## config.mk

```make
export PLATFORM = sky130hd
export DESIGN_NAME = lvl_irq_ctrl
export DESIGN_NICKNAME = d
export VERILOG_FILES = /design/src/rtl/lvl_irq_pkg.sv /design/src/rtl/lvl_irq_decode.sv /design/src/rtl/lvl_irq_core.sv /design/src/rtl/lvl_irq_ctrl.sv
export SDC_FILE = /design/constraint.sdc
export NUM_CORES = 1
export LEC_CHECK = 0
export BUFFER_PORTS_ARGS = -buffer_cell sky130_fd_sc_hd__buf_2
export CAP_MARGIN = 20
export CORE_MARGIN = 4
export CORE_UTILIZATION = 47
export CTS_CLUSTER_DIAMETER = 60
export DETAILED_ROUTE_END_ITERATION = 6
export GPL_ROUTABILITY_DRIVEN = 1
export PLACE_DENSITY = 0.84
export SYNTH_ARGS = -nofsm -noshare
export SYNTH_HDL_FRONTEND = slang
export SYNTH_HIERARCHICAL = 1
export SYNTH_SLANG_ARGS = --single-unit
```

## constraint.sdc

```tcl
create_clock -name clk -period 1.72 [get_ports clk]
set_input_delay 0.172 -clock clk [delete_from_list [all_inputs] [get_ports clk]]
set_output_delay 0.172 -clock clk [all_outputs]
set_load 0.01 [all_outputs]
```

## src/rtl/lvl_irq_pkg.sv

```systemverilog
package lvl_irq_pkg;

  typedef enum logic [1:0] {
    SW_EN_LOAD  = 2'd0,
    SW_PEND_SET = 2'd1,
    SW_PEND_CLR = 2'd2,
    SW_NOP      = 2'd3
  } swOp_e;

  // strobes from the decode stage to the register/select stage
  typedef struct packed {
    logic       lineGo;      // accepted event
    logic       lineActive;  // event polarity
    logic [4:0] lineNum;     // internal interrupt number
    logic       enLoad;      // software loads enable
    logic       pendSet;     // software sets pending bits
    logic       pendClr;     // software clears pending bits
    logic       reject;      // event refused
  } strobe_t;

endpackage

```

## src/rtl/lvl_irq_decode.sv

```systemverilog
module lvl_irq_decode
  import lvl_irq_pkg::*;
#(
  parameter int NUM_IRQ = 8,
  parameter int NUM_EXT = 4,
  parameter logic [5*NUM_EXT-1:0] EXT_MAP = '0
) (
  input  logic       lineStb,
  input  logic       lineExt,
  input  logic [4:0] lineIdx,
  input  logic       lineActive,
  input  logic       swWrEn,
  input  logic [1:0] swOp,
  output strobe_t    stb
);

  localparam logic [5:0] EXT_LIMIT = 6'(NUM_EXT);
  localparam logic [5:0] IRQ_LIMIT = 6'(NUM_IRQ);

  logic [4:0] mappedNum;
  logic       pinOk;
  logic       numOk;
  swOp_e      op;

  // translate an external pin index through the table
  always_comb begin
    mappedNum = lineIdx;
    if (lineExt) begin
      mappedNum = '0;
      for (int e = 0; e < NUM_EXT; e++) begin
        if (lineIdx == 5'(e)) mappedNum = EXT_MAP[5*e +: 5];
      end
    end
  end

  assign pinOk = !lineExt || ({1'b0, lineIdx} < EXT_LIMIT);
  assign numOk = {1'b0, mappedNum} < IRQ_LIMIT;
  assign op    = swOp_e'(swOp);

  always_comb begin
    stb            = '0;
    stb.lineGo     = lineStb && pinOk && numOk;
    stb.lineActive = lineActive;
    stb.lineNum    = mappedNum;
    stb.reject     = lineStb && !(pinOk && numOk);
    stb.enLoad     = swWrEn && (op == SW_EN_LOAD);
    stb.pendSet    = swWrEn && (op == SW_PEND_SET);
    stb.pendClr    = swWrEn && (op == SW_PEND_CLR);
  end

endmodule

```

## src/rtl/lvl_irq_core.sv

```systemverilog
module lvl_irq_core
  import lvl_irq_pkg::*;
#(
  parameter int NUM_IRQ    = 8,
  parameter int NUM_LEVELS = 3,
  parameter int LVL_W      = 2,
  parameter logic [4*NUM_IRQ-1:0] IRQ_LEVEL_MAP = '0,
  parameter logic [NUM_IRQ-1:0]   IRQ_EDGE      = '0
) (
  input  logic               clk,
  input  logic               rstN,
  input  strobe_t            stb,
  input  logic [NUM_IRQ-1:0] swData,
  input  logic [LVL_W-1:0]   maskLevel,
  output logic [NUM_IRQ-1:0] pendingOut,
  output logic [NUM_IRQ-1:0] enableOut,
  output logic               irqReq,
  output logic [LVL_W-1:0]   irqLevel,
  output logic               errOut
);

  logic [NUM_IRQ-1:0] pendReg, enReg, pendNext;
  logic [NUM_IRQ-1:0] lineSetV, lineClrV, swSetV, swClrV, activeSet;
  logic [LVL_W-1:0]   maskReg, selLvl;
  logic               hit;
  logic [NUM_IRQ-1:0] lvlMask [1:NUM_LEVELS];

  // per-interrupt event decode; lowering only clears level-sensitive bits
  for (genvar i = 0; i < NUM_IRQ; i++) begin : g_line
    logic match;
    assign match       = stb.lineGo && (stb.lineNum == 5'(i));
    assign lineSetV[i] = match && stb.lineActive;
    assign lineClrV[i] = match && !stb.lineActive && !IRQ_EDGE[i];
  end

  // membership mask of each priority level
  for (genvar l = 1; l <= NUM_LEVELS; l++) begin : g_lvl
    for (genvar i = 0; i < NUM_IRQ; i++) begin : g_bit
      assign lvlMask[l][i] = (IRQ_LEVEL_MAP[4*i +: 4] == 4'(l));
    end
  end

  assign swSetV   = stb.pendSet ? swData : '0;
  assign swClrV   = stb.pendClr ? swData : '0;
  assign pendNext = (pendReg | lineSetV | swSetV) & ~(lineClrV | swClrV);

  always_ff @(posedge clk or negedge rstN) begin
    if (!rstN) begin
      pendReg <= '0;
      enReg   <= '0;
      maskReg <= '0;
      errOut  <= 1'b0;
    end else begin
      pendReg <= pendNext;
      if (stb.enLoad) enReg <= swData;
      maskReg <= maskLevel;
      errOut  <= stb.reject;
    end
  end

  // top-down scan, stopping strictly above the masking level
  assign activeSet = pendReg & enReg;
  always_comb begin
    hit    = 1'b0;
    selLvl = '0;
    for (int l = NUM_LEVELS; l >= 1; l--) begin
      if (!hit && (LVL_W'(l) > maskReg) && (|(lvlMask[l] & activeSet))) begin
        hit    = 1'b1;
        selLvl = LVL_W'(l);
      end
    end
  end

  always_ff @(posedge clk or negedge rstN) begin
    if (!rstN) begin
      irqReq   <= 1'b0;
      irqLevel <= '0;
    end else begin
      irqReq   <= hit;
      irqLevel <= selLvl;
    end
  end

  assign pendingOut = pendReg;
  assign enableOut  = enReg;

endmodule

```

## src/rtl/lvl_irq_ctrl.sv

```systemverilog
module lvl_irq_ctrl
  import lvl_irq_pkg::*;
#(
  parameter int NUM_IRQ    = 8,
  parameter int NUM_LEVELS = 3,
  parameter int NUM_EXT    = 4,
  parameter logic [4*NUM_IRQ-1:0] IRQ_LEVEL_MAP = 32'h2133_2211,
  parameter logic [NUM_IRQ-1:0]   IRQ_EDGE      = 8'h6A,
  parameter logic [5*NUM_EXT-1:0] EXT_MAP       = {5'd9, 5'd7, 5'd5, 5'd2},
  localparam int LVL_W = $clog2(NUM_LEVELS + 1)
) (
  input  logic               clk,
  input  logic               rstN,
  input  logic               lineStb,
  input  logic               lineExt,
  input  logic [4:0]         lineIdx,
  input  logic               lineActive,
  input  logic               swWrEn,
  input  logic [1:0]         swOp,
  input  logic [NUM_IRQ-1:0] swData,
  input  logic [LVL_W-1:0]   maskLevel,
  output logic [NUM_IRQ-1:0] pendingOut,
  output logic [NUM_IRQ-1:0] enableOut,
  output logic               irqReq,
  output logic [LVL_W-1:0]   irqLevel,
  output logic               errOut
);

  strobe_t stb;

  lvl_irq_decode #(
    .NUM_IRQ (NUM_IRQ),
    .NUM_EXT (NUM_EXT),
    .EXT_MAP (EXT_MAP)
  ) u_decode (
    .lineStb    (lineStb),
    .lineExt    (lineExt),
    .lineIdx    (lineIdx),
    .lineActive (lineActive),
    .swWrEn     (swWrEn),
    .swOp       (swOp),
    .stb        (stb)
  );

  lvl_irq_core #(
    .NUM_IRQ       (NUM_IRQ),
    .NUM_LEVELS    (NUM_LEVELS),
    .LVL_W         (LVL_W),
    .IRQ_LEVEL_MAP (IRQ_LEVEL_MAP),
    .IRQ_EDGE      (IRQ_EDGE)
  ) u_core (
    .clk        (clk),
    .rstN       (rstN),
    .stb        (stb),
    .swData     (swData),
    .maskLevel  (maskLevel),
    .pendingOut (pendingOut),
    .enableOut  (enableOut),
    .irqReq     (irqReq),
    .irqLevel   (irqLevel),
    .errOut     (errOut)
  );

endmodule

```

After elaboration in Yosys (flattened, before gate mapping)
Cells that the tools add are included.
Operators by class
  order comparisons: 5
  equality and inequality tests: 12
  reduce and logical (&&, ||, !) cells: 44
  multiplexer cells: 13
  bitwise gates (word level): 6
Operators with widths (number)
  logical AND 1 bit: 32
  bitwise OR 8 bit: 3
  equality test 5 x 2 -> 1 bit (second input constant): 4
  equality test 5 x 3 -> 1 bit (second input constant): 4
  bitwise AND 8 bit: 2
  two-way mux 8 bit: 2
  equality test 5 x 1 -> 1 bit (second input constant): 2
  logical NOT 5 bit: 2
  two-way mux 2 bit: 4
  inverter 8 bit: 1
  two-way mux 3 bit: 2
  OR reduction 3 bit: 2
  logical NOT 1 bit: 5
  < comparator 5 x 3 -> 1 bit (second input constant): 1
  < comparator 5 x 4 -> 1 bit (second input constant): 1
  two-way mux 5 bit: 1
  greater-than comparator 2 bit (first input constant): 2
  two-way mux 4 bit: 1
  two-way mux 1 bit: 3
  equality test 2 x 1 -> 1 bit (second input constant): 1
  equality test 2 bit (second input constant): 1
  greater-than comparator 1 x 2 -> 1 bit (first input constant): 1
  logical NOT 2 bit: 1
  OR reduction 2 bit: 1
  logical OR 1 bit: 1
Word-level totals
  word-level logic and storage cells: 86
  flip-flop bits (word level): 22
  input port bits: 23
  output and inout port bits: 20

Depth between registers and ports, before layout
  depth in word-level cells: 13
  depth in mapped cells: 5
  depth with buffers taken out: 5

Modules after synthesis
Netlist, hierarchy kept.
Modules (own cells, without submodules)
  lvl_irq_core: area each 938.4 µm², times used 1, cells each 70, sequential area each 550.5 µm²
  lvl_irq_decode: area each 145.1 µm², times used 1, cells each 20, sequential area each 0.0 µm²

Worst setup path after synthesis
No wires, ideal clock.
  kind: in2reg
  from: input port lineIdx[2]
  to: register u_core.pendReg[4], in the netlist u_core/pendingOut[4]
  buffers on the path: 0
  setup time: 0.099 ns
  arrival time: 1.508 ns
  required time: 1.621 ns
  slack: 0.113 ns
  cell stages on the path: 5
  path through: or3_4 > o31ai_2 > nor3b_1 > a221oi_1 > a311oi_1
RTL lines
  start: declaration: line lvl_irq_ctrl.sv:16  | input logic [4:0] lineIdx,
  end signal: assignment: line lvl_irq_core.sv:54  | pendReg <= pendNext;
  end: declaration: line lvl_irq_core.sv:22  | logic [NUM_IRQ-1:0] pendReg, enReg, pendNext;

==> impl_metrics.csv <==
group,metric,value,unit
cells_and_area,layout-area-overhead-vs-synth,33.7,%
power,static-leakage-power,0.688,nW
synthesis,synth.yosys.warnings,6,
critical_path,r2r_end,"u_core/irqLevel[0]",
cells_and_area,share_of_final_layout_standard_cells_stronger_than_drive_strength_1,46.2,%
power,total_power,0.00151,W
clock_network,cts.clk_slew.worst_paths,0.13,ns
critical_path,worst_case_reg_to_reg_path_depth,3,
routing,routed_wirelength,2940,um
timing,slew_headroom,62.6,%
timing,final.setup_skew,0.00741,ns
routing,post_drt_wl_per_cell,17.2,um
synthesis,netlist_top_cells_area,"sky130_fd_sc_hd__dfrtp_1 51%, sky130_fd_sc_hd__mux2_2 8.3%, sky130_fd_sc_hd__a221oi_1 6.5%",
place,gp_congestion,0.781,
cells_and_area,postLayoutCoreUtil,65.5,%
routing,detailedRoute.firstIterationViolations,51,
synthesis,synth_compound_gate_area_share,23.2,%
synthesis,syn_nets,113,
run,drv.max_cap_violation_count,0,
routing,detail_route_antenna_nets,0,
floorplan,top_level_ports,43,
critical_path,crit_chain,"buf_2 -> or3_4 -> o31ai_2 -> nor3b_1 -> a221oi_1 -> a311oi_1",
timing,final_max_slew_viol_count,0,
clock_network,cts-resized-gates,0,
synthesis,syn_area_per_cell,12.0,sq um
critical_path,crit_path_max_incr_delay,0.41,ns
timing,fmax,0.597,GHz
synthesis,synth.largest_area_cell,"sky130_fd_sc_hd__dfrtp_1",
synthesis,adder_cell_area_share_of_the_yosys_netlist,0,%
outcome,run_status,"complete, no violations",
synthesis,seq_area_frac_synth,50.8,%
floorplan,floorplan.initialDensity,49.0,%
cells_and_area,multi_input_area,507,sq um
cells_and_area,final_cell_mix,"42 x sky130_fd_sc_hd__buf_2, 22 x sky130_fd_sc_hd__dfrtp_1, 8 x sky130_fd_sc_hd__a221oi_1, 8 x sky130_fd_sc_hd__mux2_2, 7 x sky130_fd_sc_hd__buf_4",
global_routing,track_usage,20.3,%
clock_network,buffer_type_at_the_clock_tree_root,"sky130_fd_sc_hd__clkbuf_4",
floorplan,placement_rows,17,
global_routing,grt-ovfl-total,0,
critical_path,critical_path.max_fanout,4,
synthesis,mappedNetlistArea,0.00108,sq mm
clock_network,cts_max_path_buffers,2,
timing,finalCritPeriodShare,97.4,%
synthesis,yosys.area_share.xor_xnor,0.808,%
clock_network,number_of_hold_buffers_added_after_cts,3,
critical_path,worst_setup_path_start_kind,"primary input",
worst_hold_path,holdCritStartpoint,"swData[5]",
global_routing,number_of_global_route_vias_before_repair,1151,
clock_network,tritoncts,"built",
floorplan,floorplan.die.width,56.0,um
clock_network,worst_skew_pair.late_latency,0.31,ns
routing,dr.pass1.iters,4,
routing,vias_per_cell,6.06,
synthesis,yosys-mux-area-fraction,8.31,%
cells_and_area,final_common_cell,"sky130_fd_sc_hd__buf_2",
global_routing,number_of_antenna_violations_at_the_first_check_in_global_routing,0,
timing,timing_worst_slew_pin_value,0.561,ns
critical_path,critical_path_arrival,1.88,ns
timing,hold_viol_final,0,
floorplan,chipHeight,56.0,um
cells_and_area,layout.nets,167,
critical_path,r2r_slack,0.18,ns
critical_path,end_kind,"register",
timing,report.final.setup_viol,0,
routing,drt_drc_violations_left,0,
synthesis,synth_top_area_share,50.8,%
power,power-per-cell-area,1040,mW/mm^2
power,vdd.ir_drop.worst,746,uV
clock_network,cts-htree-levels,1,
cells_and_area,final-seq-area,551,sq um
global_routing,grt_start_max_net_pins,23,
critical_path,highest_delay_cell_along_the_critical_path,"sky130_fd_sc_hd__or3_4",
worst_hold_path,min-delay-path-class,"in2reg",
clock_network,cts.sink_count,22,
worst_hold_path,hold-path-endpoint,"u_core/pendingOut[5]",
timing,timing.final.crit_period,1.68,ns
floorplan,placeableCoreArea,0.00221,sq mm
place,place_hpwl,2220,um
place,placement.io_buffers,42,
worst_hold_path,holdPathStages,2,
critical_path,worst_r2r_startpoint,"u_core/enableOut[2]",
timing,grt_setup_unrepaired,"false",
synthesis,ys_seq_elements,22,
global_routing,grt_first_pass_wirelength,5110,um
synthesis,yosys.area_share.simple,14.4,%
synthesis,synth.lib_cells_used.distinct,34,
routing,vias,1037,
synthesis,main_combinational_cell_family_by_area_after_synthesis,"compound AO/OA/AOI/OAI gates",
synthesis,syn-instance-count,90,
critical_path,timing.setup.critical_path_class,"in2reg",
floorplan,die-area,0.00314,sq mm
cells_and_area,diodes,0,
cells_and_area,fillerInstances,178,
critical_path,cp_data_required_time,1.93,ns
clock_network,number_of_buffers_created_by_cts,3,
clock_network,post_cts_buffers,0,
==> final cells by class <==
cell class                 count  share of cell area, %
sequential                    22                   38.0
multi-input combinational     62                   35.0
timing repair buffer          52                   20.2
tap                           28                   2.42
clock inverter                 1                   2.07
clock buffer                   3                   1.55
inverter                       3                  0.777
==> registers in the layout, summed over array words and instances (netlist names) <==
name               count
u_core/pendingOut      8
u_core/errOut          1
u_core/enableOut       8
u_core/irqLevel        2
u_core/irqReq          1
u_core/maskReg         2
==> layer usage <==
layer,part of all wire [%],track usage (%),vias to the layer above
li1,-,-,464
met1,39,24.9,507
met2,51,34.6,56
met3,7.5,3.94,10
met4,2.6,8.47,0
met5,0,0,-
==> Yosys cell counts <==
library cell                number
sky130_fd_sc_hd__a21boi_0        1
sky130_fd_sc_hd__dfrtp_1        22
sky130_fd_sc_hd__nor3b_1         3
sky130_fd_sc_hd__inv_1           3
sky130_fd_sc_hd__mux2_2          8
sky130_fd_sc_hd__nor2_1          1
sky130_fd_sc_hd__and3b_1         3
sky130_fd_sc_hd__or2b_1          1
sky130_fd_sc_hd__o21ai_0         2
sky130_fd_sc_hd__xnor2_1         1
sky130_fd_sc_hd__a222oi_1        2
sky130_fd_sc_hd__nor2b_1         2
sky130_fd_sc_hd__a21oi_1         6
sky130_fd_sc_hd__clkbuf_1        2
sky130_fd_sc_hd__a221oi_1        8
sky130_fd_sc_hd__a311oi_1        2
sky130_fd_sc_hd__and4b_1         1
sky130_fd_sc_hd__a211oi_1        1
sky130_fd_sc_hd__and3_1          1
sky130_fd_sc_hd__o21a_1          1
sky130_fd_sc_hd__o41ai_2         1
sky130_fd_sc_hd__nand2b_1        1
sky130_fd_sc_hd__a22oi_1         2
sky130_fd_sc_hd__o2bb2ai_1       1
sky130_fd_sc_hd__and2_1          3
sky130_fd_sc_hd__o31ai_2         2
sky130_fd_sc_hd__nand3_1         2
sky130_fd_sc_hd__nor3b_2         1
sky130_fd_sc_hd__or3_4           1
sky130_fd_sc_hd__nand2_1         1
sky130_fd_sc_hd__a32oi_1         1
sky130_fd_sc_hd__a21o_1          1
sky130_fd_sc_hd__buf_4           1
sky130_fd_sc_hd__nor3_1          1
==> critical path, delay by kind of cell <==
kind | cells | cell delay, ns
AND/OR/NAND/NOR | 2 | 0.80
AO/OA/AOI/OAI | 3 | 0.80
buffers and inverters | 1 | 0.10
==> kinds of logic after synthesis <==
family          after synthesis
flops                        22
simple gates                 22
xor+xnor                      1
mux                           8
buf+inv                       6
compound gates               31
==> per-stage QoR <==
step | hold WS (ns) | worst slack (ns) | area, sq um | cells | TNS [ns]
after floorplan | -0.124 | 0.113 | 1080 | 90 | 0
after global placement | 0.149 | -0.0158 | 1370 | 164 | -0.0158
after detailed placement | 0.160 | -0.174 | 1370 | 164 | -0.431
after CTS | 0.0388 | 0.0794 | 1450 | 171 | 0
after global routing | 0.0344 | 0.0412 | 1450 | 171 | 0
final | 0.0455 | 0.0449 | 1450 | 171 | 0
==> worst max path at each step <==
stage	depth (start not counted)	slack, ns	endpoint	start
global route	3	0.04	u_core/irqLevel[0]	u_core/enableOut[2]
global placement	6	-0.02	u_core/pendingOut[2]	lineIdx[2]
CTS	6	0.08	u_core/pendingOut[4]	lineIdx[2]
finish	6	0.04	u_core/pendingOut[4]	lineIdx[2]
detailed placement	6	-0.17	u_core/pendingOut[4]	lineIdx[2]
floorplan	5	0.11	u_core/pendingOut[4]	lineIdx[2]
==> power breakdown <==
| part | internal, W | switching (W) |
|---|---|---|
| logic | 0.000203 | 0.000219 |
| registers | 0.000617 | 0.0000705 |
| clock network | 0.000236 | 0.000163 |
| total | 0.00106 | 0.000453 |
Power figures use the tool's default switching activity.
